$ cat src/rtl/fwd_hazard_unit.sv
module fwd_hazard_unit #(
  parameter int REG_W = 5
) (
  input  logic             clk,
  input  logic             rst_n,
  input  logic [REG_W-1:0] id_src_a,
  input  logic [REG_W-1:0] id_src_b,
  input  logic [REG_W-1:0] ex_dst,
  input  logic             ex_wen,
  input  logic             ex_is_load,
  input  logic [REG_W-1:0] mem_dst,
  input  logic             mem_wen,
  output logic             stall,
  output logic             bubble,
  output logic [1:0]       fwd_a,
  output logic [1:0]       fwd_b
);

  localparam logic [1:0] SEL_RF    = 2'b00;
  localparam logic [1:0] SEL_EXMEM = 2'b01;
  localparam logic [1:0] SEL_MEMWB = 2'b10;
  localparam logic [REG_W-1:0] ZERO_REG = '0;

  logic ex_live, mem_live;
  logic a_hit_ex, b_hit_ex, a_hit_mem, b_hit_mem;
  logic load_use;
  logic [1:0] nxt_a, nxt_b;

  assign ex_live  = ex_wen  && (ex_dst  != ZERO_REG);
  assign mem_live = mem_wen && (mem_dst != ZERO_REG);

  assign a_hit_ex  = ex_live  && (ex_dst  == id_src_a);
  assign b_hit_ex  = ex_live  && (ex_dst  == id_src_b);
  assign a_hit_mem = mem_live && (mem_dst == id_src_a);
  assign b_hit_mem = mem_live && (mem_dst == id_src_b);

  assign load_use = ex_is_load && (a_hit_ex || b_hit_ex);
  assign stall    = load_use;
  assign bubble   = load_use;

  always_comb begin
    nxt_a = SEL_RF;
    if (!load_use) begin
      if (a_hit_ex)       nxt_a = SEL_EXMEM;
      else if (a_hit_mem) nxt_a = SEL_MEMWB;
    end
  end

  always_comb begin
    nxt_b = SEL_RF;
    if (!load_use) begin
      if (b_hit_ex)       nxt_b = SEL_EXMEM;
      else if (b_hit_mem) nxt_b = SEL_MEMWB;
    end
  end

  always_ff @(posedge clk) begin
    if (!rst_n) begin
      fwd_a <= SEL_RF;
      fwd_b <= SEL_RF;
    end else begin
      fwd_a <= nxt_a;
      fwd_b <= nxt_b;
    end
  end

  AST_SEL_LEGAL: assert property (@(posedge clk) disable iff (!rst_n)
    (fwd_a != 2'b11) && (fwd_b != 2'b11));

  AST_STALL_NEEDS_LOAD: assert property (@(posedge clk) disable iff (!rst_n)
    stall |-> (ex_is_load && ex_wen && ex_dst != ZERO_REG));

  AST_BUBBLE_EMPTY_SEL: assert property (@(posedge clk) disable iff (!rst_n)
    bubble |=> (fwd_a == SEL_RF && fwd_b == SEL_RF));

  AST_ZERO_SRC_NO_FWD: assert property (@(posedge clk) disable iff (!rst_n)
    (id_src_a == ZERO_REG) |=> (fwd_a == SEL_RF));

  AST_EX_WINS: assert property (@(posedge clk) disable iff (!rst_n)
    (!ex_is_load && ex_wen && ex_dst != ZERO_REG && ex_dst == id_src_b) |=> (fwd_b == SEL_EXMEM));

  AST_NO_WRITER_NO_STALL: assert property (@(posedge clk) disable iff (!rst_n)
    (!ex_wen || !ex_is_load) |-> !stall);

endmodule

$ cat config.mk
export PLATFORM = sky130hd
export DESIGN_NAME = fwd_hazard_unit
export DESIGN_NICKNAME = d
export VERILOG_FILES = /design/src/rtl/fwd_hazard_unit.sv
export SDC_FILE = /design/constraint.sdc
export NUM_CORES = 1
export LEC_CHECK = 0
export CORE_AREA = 5 5 42 44
export DETAILED_ROUTE_END_ITERATION = 10
export DIE_AREA = 0 0 47 49
export PLACE_DENSITY = 0.84
export SLEW_MARGIN = 10
export SYNTH_ARGS = -nofsm -noshare
export SYNTH_HDL_FRONTEND = slang
export SYNTH_SLANG_ARGS = --single-unit
$ cat constraint.sdc
create_clock -name clk -period 3.85 [get_ports clk]
set_input_delay 0.385 -clock clk [delete_from_list [all_inputs] [get_ports clk]]
set_output_delay 0.385 -clock clk [all_outputs]
set_load 0.01 [all_outputs]
==> run_results.csv <==
group,metric,value,unit
outcome,outcome,"completed",
flow_run,max_cap_viol_count,0,
clock_tree,cts_max_path_buffers,2,
global_route,grt_pass1_vias,474,
placement,gp_congestion,0.807,
worst_hold_path,holdCritStartpoint,"mem_wen",
worst_setup_path,path_cells,"clkdlybuf4s50_1 -> or4_1 -> nor2_2 -> nor4_2 -> o21a_1 -> clkdlybuf4s50_1",
floorplanning,initial_core_util,0.290,
clock_tree,cts_tree,"done",
final_layout,num_antenna_cells,0,
drt,antenna_left,0,
timing,hold_violations,0,
global_route,grt_max_degree,6,
power,p_switching,0.0000398,W
final_layout,final_common_cell,"clkdlybuf4s50_1",
drt,wl_per_cell,13.3,um
timing,rsz0062_at_grt,"false",
synthesis,synthesis.nets,67,
final_layout,final_nets,101,
drt,dr.first_iter.drc_count,5,
power,finalPower,0.000153,W
power,power_density,206,nW/um2
drt,vias_per_cell,4.87,
floorplanning,dieArea,2300,um2
worst_setup_path,cp_num_buf_inv,2,
clock_tree,postCtsHoldBufs,0,
power,comb_power_share,0.386,
synthesis,syn-instance-count,42,
worst_setup_path,required,3460,ps
final_layout,final_layout_size_suffix_gt1_frac,0.135,
global_route,grt_use_total,0.105,
floorplanning,die_h,49,um
timing,fin_setup_tns,0,ps
clock_tree,cts_resized,0,
worst_setup_path,critPathLaunchType,"primary input",
floorplanning,ioPinCount,31,
floorplanning,coreArea,1400,um2
placement,dp_hpwl,1070,um
drt,dr.pass1.iters,4,
floorplanning,num_rows,14,
final_layout,n_fill_cell,164,
floorplanning,fp.dieW,47,um
drt,drc,0,
synthesis,avgSynthCellArea,9.68,um2
placement,pre_cts_slack,1110,ps
synthesis,synth_area,407,um2
worst_setup_path,critPathArrivalTime,2360,ps
worst_setup_path,cp_max_fo,4,
synthesis,ys_ff_latch,4,
final_layout,syn_to_final_growth,82.5,%
global_route,grt_overflow,0,
worst_setup_path,cpPeakStageDelay,550,ps
worst_setup_path,cp_common_cell,"clkdlybuf4s50_1",
worst_setup_path,cp-end-kind,"output port",
drt,wl,1200,um
timing,slew_violations,0,
power,p_leak,0.251,nW
worst_setup_path,startpoint,"ex_dst[4]",
power,p_sw_frac,0.260,
global_route,antenna_found_initial,0,
clock_tree,clk_root_buffer_cell,"clkbuf_4",
drt,vias,438,
timing,relSlewSlack,0.679,
timing,setup_ws,1110,ps
power,p_int,0.000113,W
timing,max_freq,365,MHz
final_layout,layout_common_cells,"clkdlybuf4s50_1 (30), xor2_1 (10), xnor2_1 (10)",
worst_hold_path,hp-class,"primary input to flop",
timing,period_needed,2740,ps
global_route,grt_pass1_wl,1780,um
power,clkPwrFrac,0.338,
power,ir_worst_vdd,0.0753,mV
synthesis,synth_cell_type_count,14,
worst_hold_path,whs_path_depth,3,
clock_tree,clk_pin_slew,40,ps
worst_setup_path,path_class,"primary input to output port",
worst_setup_path,cp_slowest_cell,"clkdlybuf4s50_1",
clock_tree,cts.sinks,4,
final_layout,final_cells,90,
placement,place_inst,87,
timing,setup_viol,0,
timing,worstMarginPinSlew,477,ps
synthesis,ys_seq_area_frac,0.197,
placement,io_buffers,30,
synthesis,yosys_warnings,0,
timing,min_period_over_period,0.712,
power,power_frac_seq,0.276,
clock_tree,cts_buffers,3,
clock_tree,cts_setup_buffers,0,
worst_setup_path,crit_family,"buffers and inverters",
worst_hold_path,hold_end,"fwd_a[1]",
clock_tree,ctsHtreeMaxLevel,1,
==> worst min-delay path: cells and delay by family <==
kind,cells,cell delay [ps]
buffers and inverters,1,400
AOI/OAI and AO/OA,2,230
==> sequential cells by signal (all words and copies together) (netlist names) <==
register  count
fwd_a         2
fwd_b         2
==> metrics by stage <==
stage | cell area, um2 | utilization | hold WS, ps
2_1_floorplan | 407 | - | 474
3_3_place_gp | 719 | 0.513 | 1080
3_5_place_dp | 719 | 0.513 | 1070
4_1_cts | 742 | 0.529 | 827
5_1_grt | 742 | 0.529 | 847
6_report | 742 | 0.529 | 833
==> power by group through the flow <==
stage / clock network, W / logic (W) / registers, W
after global routing: 0.0000545 / 0.0000632 / 0.0000421
after floorplan: 0 / 0.0000218 / 0.0000429
final: 0.0000516 / 0.0000590 / 0.0000421
after global placement: 0 / 0.0000584 / 0.0000427
after CTS: 0.0000541 / 0.0000593 / 0.0000421
after detailed placement: 0 / 0.0000590 / 0.0000427
==> cells by family (layout without fill, tap and decap cells) <==
logic type	after synthesis	after routing	synth area share
buf+inv	1	33	0.0185
flops	4	4	0.197
xor+xnor	20	20	0.431
simple gates	13	13	0.243
compound gates	4	4	0.111
==> layout make-up <==
cell class | count | area [um2] | area share
multi-input combinational | 37 | 319 | 0.430
timing repair buffer | 30 | 300 | 0.405
sequential | 4 | 80.1 | 0.108
clock buffer | 3 | 22.5 | 0.0304
tap | 16 | 20.0 | 0.0270
==> cell usage after synthesis, drive strengths merged <==
master / instances / area (um2)
xnor2: 10 / 87.6
xor2: 10 / 87.6
dfxtp: 4 / 80.1
a2111oi: 2 / 30.0
and3b: 2 / 20.0
nand3: 2 / 10.0
nand4: 2 / 12.5
nor3: 2 / 10.0
nor4: 2 / 25.0
or4: 2 / 15.0
buf: 1 / 7.51
nor2: 1 / 6.26
o211ai: 1 / 7.51
o21a: 1 / 7.51
==> layer usage <==
layer / GRT usage / vias to the layer above / wire (um)
met4: 0.0553 / 0 / 14
met3: 0.0185 / 2 / 147
li1: - / 218 / -
met2: 0.183 / 25 / 585
met1: 0.112 / 193 / 451
met5: 0 / - / 0
==> worst max path at each step <==
stage,endpoint,slack [ps],depth (start not counted)
final,stall,1110,6
after global routing,stall,1010,6
after global placement,stall,1140,6
after floorplan,stall,1960,5
after detailed placement,stall,1110,6
after CTS,stall,1100,6
(Power assumes the default switching activity.)
